## src/rtl/rs485_tx_pkg.sv

```systemverilog
// Shared types for the RS485 transmit path.
package rs485_tx_pkg;
    // Sequencer states; anything other than ST_IDLE owns the bus.
    typedef enum logic [2:0] {
        ST_IDLE,
        ST_LEAD,
        ST_START,
        ST_DATA,
        ST_STOP,
        ST_BRK,
        ST_BRKEND,
        ST_HOLD
    } txst_e;
endpackage

```

## src/rtl/rs485_txq.sv

```systemverilog
// Byte queue with valid/ready write side and pop/head read side.
// Assumes pop is only asserted while the queue is not empty.
module rs485_txq #(
    parameter int W     = 8,
    parameter int DEPTH = 4
) (
    input  logic         clk,
    input  logic         rst_n,
    input  logic [W-1:0] wr_data,
    input  logic         wr_valid,
    output logic         wr_ready,
    input  logic         pop,
    output logic [W-1:0] head,
    output logic         empty
);
    localparam int PW = (DEPTH > 1) ? $clog2(DEPTH) : 1;
    localparam int CW = $clog2(DEPTH + 1);

    logic [W-1:0]  mem [DEPTH];
    logic [PW-1:0] wp, rp;
    logic [CW-1:0] cnt;
    logic          wr_en;

    assign wr_ready = (cnt != CW'(DEPTH));
    assign empty    = (cnt == '0);
    assign wr_en    = wr_valid && wr_ready;
    assign head     = mem[rp];

    // Storage write.
    always_ff @(posedge clk) begin
        if (wr_en) mem[wp] <= wr_data;
    end

    // Pointer and occupancy update with explicit wrap.
    always_ff @(posedge clk) begin
        if (!rst_n) begin
            wp  <= '0;
            rp  <= '0;
            cnt <= '0;
        end else begin
            if (wr_en) wp <= (wp == PW'(DEPTH - 1)) ? '0 : wp + 1'b1;
            if (pop)   rp <= (rp == PW'(DEPTH - 1)) ? '0 : rp + 1'b1;
            if (wr_en && !pop)      cnt <= cnt + 1'b1;
            else if (!wr_en && pop) cnt <= cnt - 1'b1;
        end
    end
endmodule

```

## src/rtl/rs485_bitclk.sv

```systemverilog
// Bit-period timer: pulses tick on the last clock of every bit time.
// restart holds the phase at zero so the next bit begins cleanly.
module rs485_bitclk #(
    parameter int DIV_W = 16
) (
    input  logic             clk,
    input  logic             rst_n,
    input  logic             restart,
    input  logic [DIV_W-1:0] div,
    output logic             tick
);
    logic [DIV_W-1:0] cnt;
    logic [DIV_W-1:0] div_eff;

    assign div_eff = (div == '0) ? DIV_W'(1) : div;
    assign tick    = !restart && (cnt == div_eff - 1'b1);

    // Phase counter within the current bit.
    always_ff @(posedge clk) begin
        if (!rst_n || restart || tick) cnt <= '0;
        else                           cnt <= cnt + 1'b1;
    end
endmodule

```

## src/rtl/rs485_guard.sv

```systemverilog
// Turnaround guard: reloads while the line is busy, counts down while quiet.
// clear is high once the line has been quiet for the programmed clocks.
module rs485_guard #(
    parameter int GW = 16
) (
    input  logic          clk,
    input  logic          rst_n,
    input  logic          line_idle,
    input  logic [GW-1:0] cfg_guard,
    output logic          clear
);
    logic [GW-1:0] cnt;

    assign clear = line_idle && (cnt == '0);

    // Reload on activity, count down on quiet.
    always_ff @(posedge clk) begin
        if (!rst_n)            cnt <= '0;
        else if (!line_idle)   cnt <= cfg_guard;
        else if (cnt != '0)    cnt <= cnt - 1'b1;
    end
endmodule

```

## src/rtl/rs485_txseq.sv

```systemverilog
// Frame sequencer: owns the driver enable, the lead-in, the shift register,
// the break, the post-frame hold-off and the release pulse.
// Assumes tick comes from a bit timer restarted by this module's restart.
module rs485_txseq #(
    parameter int W   = 8,
    parameter int HW  = 16,
    parameter int BW  = 8
) (
    input  logic          clk,
    input  logic          rst_n,
    input  logic          tick,
    input  logic          q_empty,
    input  logic [W-1:0]  q_head,
    input  logic          go_ok,
    input  logic          brk_req,
    input  logic [BW-1:0] cfg_lead,
    input  logic [BW-1:0] cfg_brk_bits,
    input  logic [HW-1:0] cfg_hold,
    output logic          q_pop,
    output logic          restart,
    output logic          tx,
    output logic          de,
    output logic          tx_done
);
    import rs485_tx_pkg::*;

    localparam int LAST_BIT = W - 1;

    txst_e         st, st_n;
    logic [BW-1:0] bitn;
    logic [W-1:0]  shreg;
    logic [HW-1:0] hcnt;
    logic          brk_pend;
    logic          done_q;
    logic [BW-1:0] lead_eff, brk_eff;
    logic          to_start, to_brk, to_idle;

    assign lead_eff = (cfg_lead == '0) ? BW'(1) : cfg_lead;
    assign brk_eff  = (cfg_brk_bits == '0) ? BW'(1) : cfg_brk_bits;

    // Next-state selection; to_start also pops the queue.
    always_comb begin
        st_n     = st;
        to_start = 1'b0;
        to_brk   = 1'b0;
        to_idle  = 1'b0;
        unique case (st)
            ST_IDLE:  if ((!q_empty || brk_pend) && go_ok) st_n = ST_LEAD;
            ST_LEAD:  if (tick && bitn == lead_eff - 1'b1) begin
                          if (brk_pend) to_brk = 1'b1;
                          else          to_start = 1'b1;
                      end
            ST_START: if (tick) st_n = ST_DATA;
            ST_DATA:  if (tick && bitn == BW'(LAST_BIT)) st_n = ST_STOP;
            ST_BRK:   if (tick && bitn == brk_eff - 1'b1) st_n = ST_BRKEND;
            ST_STOP, ST_BRKEND: if (tick) begin
                          if (brk_pend)      to_brk = 1'b1;
                          else if (!q_empty) to_start = 1'b1;
                          else               st_n = ST_HOLD;
                      end
            ST_HOLD:  begin
                          if (brk_pend)              to_brk = 1'b1;
                          else if (!q_empty)         to_start = 1'b1;
                          else if (hcnt == cfg_hold) to_idle = 1'b1;
                      end
            default:  st_n = ST_IDLE;
        endcase
        if (to_start) st_n = ST_START;
        if (to_brk)   st_n = ST_BRK;
        if (to_idle)  st_n = ST_IDLE;
    end

    assign q_pop   = to_start;
    assign restart = (st == ST_IDLE) || (st == ST_HOLD);

    // State, bit counter, shifter, hold-off counter and release pulse.
    always_ff @(posedge clk) begin
        if (!rst_n) begin
            st     <= ST_IDLE;
            bitn   <= '0;
            shreg  <= '0;
            hcnt   <= '0;
            done_q <= 1'b0;
        end else begin
            st     <= st_n;
            done_q <= to_idle;
            if (st_n != st) bitn <= '0;
            else if (tick && (st == ST_LEAD || st == ST_DATA || st == ST_BRK))
                bitn <= bitn + 1'b1;
            if (to_start)                    shreg <= q_head;
            else if (st == ST_DATA && tick)  shreg <= shreg >> 1;
            if (st == ST_HOLD) hcnt <= hcnt + 1'b1;
            else               hcnt <= '0;
        end
    end

    // Break request latch, cleared when the break begins.
    always_ff @(posedge clk) begin
        if (!rst_n)       brk_pend <= 1'b0;
        else if (to_brk)  brk_pend <= 1'b0;
        else if (brk_req) brk_pend <= 1'b1;
    end

    // Line level per state.
    always_comb begin
        unique case (st)
            ST_START, ST_BRK: tx = 1'b0;
            ST_DATA:          tx = shreg[0];
            default:          tx = 1'b1;
        endcase
    end

    assign de      = (st != ST_IDLE);
    assign tx_done = done_q;
endmodule

```

## src/rtl/rs485_tx_dirctl.sv

```systemverilog
// RS485 transmit path top: queue, bit timer, turnaround guard and sequencer.
// Assumes line_idle is already synchronous to clk.
module rs485_tx_dirctl #(
    parameter int DEPTH = 4,
    parameter int DW    = 8,
    parameter int DIV_W = 16,
    parameter int HW    = 16,
    parameter int BW    = 8,
    parameter int GW    = 16
) (
    input  logic             clk,
    input  logic             rst_n,
    input  logic [DW-1:0]    in_data,
    input  logic             in_valid,
    output logic             in_ready,
    input  logic [DIV_W-1:0] cfg_div,
    input  logic [BW-1:0]    cfg_lead,
    input  logic [HW-1:0]    cfg_hold,
    input  logic [BW-1:0]    cfg_brk_bits,
    input  logic [GW-1:0]    cfg_guard,
    input  logic             brk_req,
    input  logic             line_idle,
    output logic             tx,
    output logic             de,
    output logic             tx_done
);
    logic          q_pop, q_empty, tick, restart, go_ok;
    logic [DW-1:0] q_head;

    rs485_txq #(.W(DW), .DEPTH(DEPTH)) u_q (
        .clk(clk), .rst_n(rst_n),
        .wr_data(in_data), .wr_valid(in_valid), .wr_ready(in_ready),
        .pop(q_pop), .head(q_head), .empty(q_empty)
    );

    rs485_bitclk #(.DIV_W(DIV_W)) u_bit (
        .clk(clk), .rst_n(rst_n), .restart(restart), .div(cfg_div), .tick(tick)
    );

    rs485_guard #(.GW(GW)) u_guard (
        .clk(clk), .rst_n(rst_n), .line_idle(line_idle),
        .cfg_guard(cfg_guard), .clear(go_ok)
    );

    rs485_txseq #(.W(DW), .HW(HW), .BW(BW)) u_seq (
        .clk(clk), .rst_n(rst_n), .tick(tick),
        .q_empty(q_empty), .q_head(q_head), .go_ok(go_ok),
        .brk_req(brk_req), .cfg_lead(cfg_lead), .cfg_brk_bits(cfg_brk_bits),
        .cfg_hold(cfg_hold), .q_pop(q_pop), .restart(restart),
        .tx(tx), .de(de), .tx_done(tx_done)
    );
endmodule

```

## config.mk

```make
export PLATFORM = sky130hd
export DESIGN_NAME = rs485_tx_dirctl
export DESIGN_NICKNAME = d
export VERILOG_FILES = /design/src/rtl/rs485_tx_pkg.sv /design/src/rtl/rs485_txq.sv /design/src/rtl/rs485_bitclk.sv /design/src/rtl/rs485_guard.sv /design/src/rtl/rs485_txseq.sv /design/src/rtl/rs485_tx_dirctl.sv
export SDC_FILE = /design/constraint.sdc
export NUM_CORES = 1
export LEC_CHECK = 0
export BUFFER_PORTS_ARGS = -buffer_cell sky130_fd_sc_hd__buf_4
export CAP_MARGIN = 20
export CORE_MARGIN = 3
export CORE_UTILIZATION = 45
export CTS_CLUSTER_DIAMETER = 150
export DETAILED_ROUTE_END_ITERATION = 8
export PLACE_DENSITY = 0.74
export SETUP_SLACK_MARGIN = 0.5
export SLEW_MARGIN = 15
export SYNTH_ARGS = -nofsm -noshare
export SYNTH_HDL_FRONTEND = slang
export SYNTH_HIERARCHICAL = 1
export SYNTH_SLANG_ARGS = --single-unit
```

## constraint.sdc

```tcl
create_clock -name clk -period 6.7 [get_ports clk]
set_input_delay 1.005 -clock clk [delete_from_list [all_inputs] [get_ports clk]]
set_output_delay 1.005 -clock clk [all_outputs]
set_load 0.01 [all_outputs]
```

# --- After elaboration in Yosys (flattened, before gate mapping) ---
# Memory sizes are Yosys's and may differ from the RTL's. A register that Yosys moved wholly into a read port is not among the register bits.
# Index checks and enable logic that the tools add are counted.
word_totals:
  output_inout_bits: 4
  wordCells: 119
  n_memories: 1
  regBits: 76
  in_bits: 77
  ramBits: 32
mem_list:
  columns: ["name", "depth", "width", "read_ports", "rd_clocked_by_memory_dff", "wr", "line", "rtl"]
  rows:
  - ["u_q.mem", 4, 8, 1, 1, 1, "rs485_txq.sv:19", "logic [W-1:0] mem [DEPTH];"]
op_classes:
  n_eq_ne: 17
  addsub: 11
  reduce_logical: 37
  n_bitwise: 1
  muxes: 41
ops:
  columns: ["operator", "count"]
  rows:
  - ["$mux 16", 3]
  - ["$mux 3", 12]
  - ["$add 16x1->16 const B", 2]
  - ["$eq 16x16->1", 2]
  - ["$logic_not 16->1", 2]
  - ["$mux 8", 4]
  - ["$sub 16x1->16 const B", 2]
  - ["$eq 8x8->1", 2]
  - ["$logic_not 8->1", 2]
  - ["$reduce_bool 16->1", 1]
  - ["$sub 8x1->8 const B", 2]
  - ["$pmux 3 s5", 1]
  - ["$mux 1", 14]
  - ["$eq 3x3->1 const B", 4]
  - ["$logic_and 1x1->1", 11]
  - ["$add 8x1->8 const B", 1]
  - ["$eq 8x3->1 const B", 1]
  - ["$mux 2", 4]
  - ["$reduce_or 2->1", 4]
  - ["$eq 3x2->1 const B", 2]
  - ["$logic_not 3->1", 2]
  - ["$logic_or 1x1->1", 6]
  - ["$pmux 1 s3", 2]
  - ["$logic_not 1->1", 5]
  - ["13 further kinds", 16]

# --- Depth between registers and ports, before layout ---
logic_depth:
  word_depth: 13
  mapped_depth: 25
  ltp_nobuf: 24

# --- By module ---
# The synthesis kept the hierarchy.
modules_own_cells:
  columns: ["mod", "seq_area_each_um2", "area_per_inst_um2", "cells_each", "instances"]
  rows:
  - ["rs485_txseq", 740.7, 2710.1, 347, 1]
  - ["rs485_txq", 1141.1, 1637.8, 91, 1]
  - ["rs485_bitclk", 320.3, 1333.8, 169, 1]
  - ["rs485_guard", 320.3, 870.8, 109, 1]

# --- Worst setup path after synthesis ---
# Ideal clock, no wire load.
synth_timing:
  kind: "input to register"
  start: "input cfg_div[4]"
  end: "register u_q.cnt[2]"
  required_time_ns: 6.630
  cell_stages: 25
  setup_ns: 0.070
  path_slack_ns: 0.618
  arrival_ns: 6.012
  path_buffers: 1
  cell_sequence: "or4_4 -> nor2_1 -> a31oi_1 -> ha_1 -> xnor2_1 -> xnor2_1 -> or4_1 -> nor2_1 -> o2111ai_1 -> a2111oi_4 -> buf_6 -> nor4bb_1 -> o2111ai_1 -> a31oi_1 -> nand3_1 -> a211oi_1 -> nor2_1 -> clkinv_1 -> inv_1 -> ha_1 -> inv_1 -> fa_1 -> xor2_1 -> or3_1 -> a21boi_1"
synth_between:
  elab_chain_cells: 11
  word_cells_on_any_way: 14
  classes_between: "add/sub (1); eq/ne (1); mux (5); reduce/logical (7)"
synth_rtl:
  columns: ["item", "line", "rtl"]
  rows:
  - ["start, declared", "rs485_tx_dirctl.sv:16", "input logic [DIV_W-1:0] cfg_div,"]
  - ["$logic_not 16->1", "rs485_bitclk.sv:15", "assign div_eff = (div == '0) ? DIV_W'(1) : div;"]
  - ["$mux 16 *", "rs485_bitclk.sv:15", null]
  - ["$sub 16x1->16 *", "rs485_bitclk.sv:16", "assign tick = !restart && (cnt == div_eff - 1'b1);"]
  - ["$eq 16x16->1 *", "rs485_bitclk.sv:16", null]
  - ["$logic_and 1x1->1 *", "rs485_bitclk.sv:16", null]
  - ["named net tick", "rs485_tx_dirctl.sv:27", "logic q_pop, q_empty, tick, restart, go_ok;"]
  - ["$logic_and 1x1->1", "rs485_txseq.sv:49", "ST_LEAD: if (tick && bitn == lead_eff - 1'b1) begin"]
  - ["$mux 1", "rs485_txseq.sv:49", null]
  - ["$pmux 1 s3 *", "rs485_txseq.sv:47", "unique case (st)"]
  - ["named net q_pop", "rs485_tx_dirctl.sv:27", null]
  - ["$logic_not 1->1", "rs485_txq.sv:43", "if (wr_en && !pop) cnt <= cnt + 1'b1;"]
  - ["$logic_and 1x1->1", "rs485_txq.sv:43", null]
  - ["$mux 3 / $reduce_bool 2->1 (equally long branches)", null, null]
  - ["end signal, assigned", "rs485_txq.sv:43", null]
  - ["end signal, assigned", "rs485_txq.sv:44", "else if (!wr_en && pop) cnt <= cnt - 1'b1;"]
  - ["end, declared", "rs485_txq.sv:21", "logic [CW-1:0] cnt;"]
# Mark *: on every way through the listed nets, which the timed path passes. The rest lies on a longest branch.
# A chain may end at the register's enable or synchronous reset.

# --- Worst setup path after layout ---
# Ends and elaborated chain as after synthesis.

==> results.yml <==
timing:
  hold_viol: 0
  rsz0062_at_grt: "false"
  fin_tns_setup_ps: 0
  setup_ws_ps: 906
  post-route-period-util: 0.865
  relSlewSlack: 0.321
  hold_slack_ps: 471
  clock.fmax_mhz: 173
  period_minus_slack_ps: 5790
  setup_viol: 0
  worst_slew_pin_slew_ps: 1020
  drv_slew: 0
  clock_skew_ps: 11.6
final_layout:
  area_growth_pct: 15.7
  layout_common_cells: "84 x buf_4, 78 x dfxtp_1, 72 x nor2_1"
  layout.nets: 871
  finalNonFillerCells: 965
  antenna_cells: 0
  drive_gt1_frac: 0.173
  finalInstanceArea_um2: 7580
  final_common_cell: "buf_4"
outcome:
  status: "complete, no violations"
die:
  num_io_pins: 81
  die_y_um: 127
  die_area_um2: 16000
  start_util: 0.467
  num_rows: 43
  dieWidth_um: 127
  core_um2: 14000
critical_path:
  critical_path_peak_fanout: 6
  worst_setup_path_start_kind: "input pin"
  crit_family: "simple AND/OR/NAND/NOR gates"
  critPathCaptureType: "register"
  critPathKind: "in2reg"
  cp.arrival_ps: 6070
  slowest_delay_ps: 600
  critPathBufInv: 4
  slowest_stage: "or4_4"
  worstPathRequired_ps: 6980
cts:
  post_cts_resized: 0
  clock-sinks: 110
  cts_buffers: 9
  postCtsSetupBuffers: 0
  root_buffer: "clkbuf_16"
  cts_hold_buf: 0
  cts_tree: "yes"
  htreeDepth: 3
  clkTransAtPathRegs_ps: 70
  clk_latency_ps: 350
  cts_buffer_depth: 2
synth:
  synth.avg_cell_area_um2: 9.15
  synth_seq_area_share: 0.385
  async_reset_ff_frac: 0
  synth_ff_type: "dfxtp_1"
  synth_cells: 716
  ys_types: 77
  synth-seq-cells: 110
  yosys_warnings: 6
  synth_area_um2: 6550
  synth_edf_count: 32
  synth_fp_nets: 807
placement:
  io_buffers: 80
  dp_hpwl_um: 10400
  placed_area_um2: 7260
  place_inst: 949
  gp_congestion: 0.879
  dpl_worst_slack_ps: 280
detailed_routing:
  drc: 0
  routed_wl_um: 14000
  antenna_left: 0
  routedWlPerCell_um: 14.5
  first_pass_iters: 5
  drtIter0Drc: 293
  num_vias: 5329
  vias_per_cell: 5.52
grt:
  grt_pass1_wl_um: 22900
  grt_max_degree: 32
  gr-usage-all-layers: 0.172
  first_global_vias: 4916
  antenna_found_initial: 0
  grt_overflow_total: 0
power:
  powerDensity_nw_per_um2: 194
  ir_worst_vdd_mv: 0.163
  p_leak_uw: 0.00267
worst_hold_path:
  worstHoldPathType: "reg2reg"
run:
  drv_cap: 0
[state kept, by name (all words and copies together) (netlist names), named ones only]
register,flops
u_seq/hcnt,16
u_q/mem,32
u_guard/cnt,16
u_seq/st,3
u_seq/shreg,8
u_bit/cnt,16
u_q/rp,2
u_seq/tx_done,1
u_seq/brk_pend,1
u_q/wp,2
u_seq/bitn,8
u_q/cnt,3
[through the flow]
stage / total power (uW) / utilization
2_1_floorplan: 874 / -
3_3_place_gp: 947 / 0.517
3_5_place_dp: 954 / 0.517
4_1_cts: 1490 / 0.538
5_1_grt: 1540 / 0.540
6_report: 1470 / 0.540
[path summary, 6_finish.rpt]
check	startpoint	endpoint	slack, ps	depth (start not counted)
max	cfg_div[4]	u_q/cnt[2]	910	25
min	u_seq/shreg[1]	u_seq/shreg[1]	470	2
max reg2reg	u_seq/st[2]	u_q/cnt[2]	2150	20
min reg2reg	u_seq/shreg[1]	u_seq/shreg[1]	470	2
[cell type report]
cell class | instances | area, um^2
Timing Repair Buffer | 84 | 631
Sequential cell | 110 | 2520
Multi-Input combinational cell | 552 | 3820
Inverter | 23 | 86.3
Clock inverter | 5 | 65.1
Fill cell | 1259 | 6460
Tap cell | 180 | 225
Clock buffer | 11 | 233
[cells by family (layout without fill, tap and decap cells)]
family          count (synthesis)  in the layout  synth area share
buf+inv                        54            123            0.0361
mux                            18             18            0.0432
fa+ha+maj                      14             14            0.0279
simple gates                  304            304             0.246
compound gates                123            123             0.137
flops                         110            110             0.385
xor+xnor                       93             93             0.124
[power by group]
part / internal (uW) / leakage, uW / total (uW) / switching [uW]
Clock: 294 / 0.000138 / 534 / 240
Combinational: 97.8 / 0.00161 / 205 / 107
Sequential: 715 / 0.000927 / 734 / 19.6
[routing by layer]
layer / up-vias / global-route usage / wire, um / share of wire
met1: 2500 / 0.226 / 6500 / 0.47
met5: - / 0 / 0 / 0
li1: 2726 / - / - / -
met2: 86 / 0.288 / 6780 / 0.49
met4: 0 / 0.0656 / 257 / 0.018
met3: 17 / 0.0248 / 418 / 0.030
[cells in the mapped netlist (all sizes together) (5+ instances only)]
library cell	count	area, um^2
and2	7	46.3
and3	10	67.6
nand2b	5	31.3
xor2	37	324
nor3b	5	37.5
edfxtp	32	961
ha	13	163
nand3	35	175
mux4	8	180
inv	22	82.6
nor2	73	274
o211ai	6	45.0
dfxtp	78	1560
a21oi	23	115
nand2	65	244
or3	11	68.8
or4	10	93.8
nand4	15	93.8
clkbuf	23	86.3
nor3	25	125
xnor2	56	490
mux2i	8	80.1
a22oi	9	67.6
o21ai	25	136
a31oi	11	68.8
nor4	14	130
o31ai	7	66.3
a211oi	11	87.6
nor2b	11	68.8
buf	8	63.8
[worst reg2reg max path, delay by kind of cell (launching register included)]
family                     cells  cell delay (ps)
buffers and inverters          3              210
and+or+nand+nor                8             1890
DFF                            1              640
xor gates and xnor gates       1               70
adders and majority gates      2              400
AOI/OAI and AO/OA              6             1270
Power figures use the tool's default switching activity.
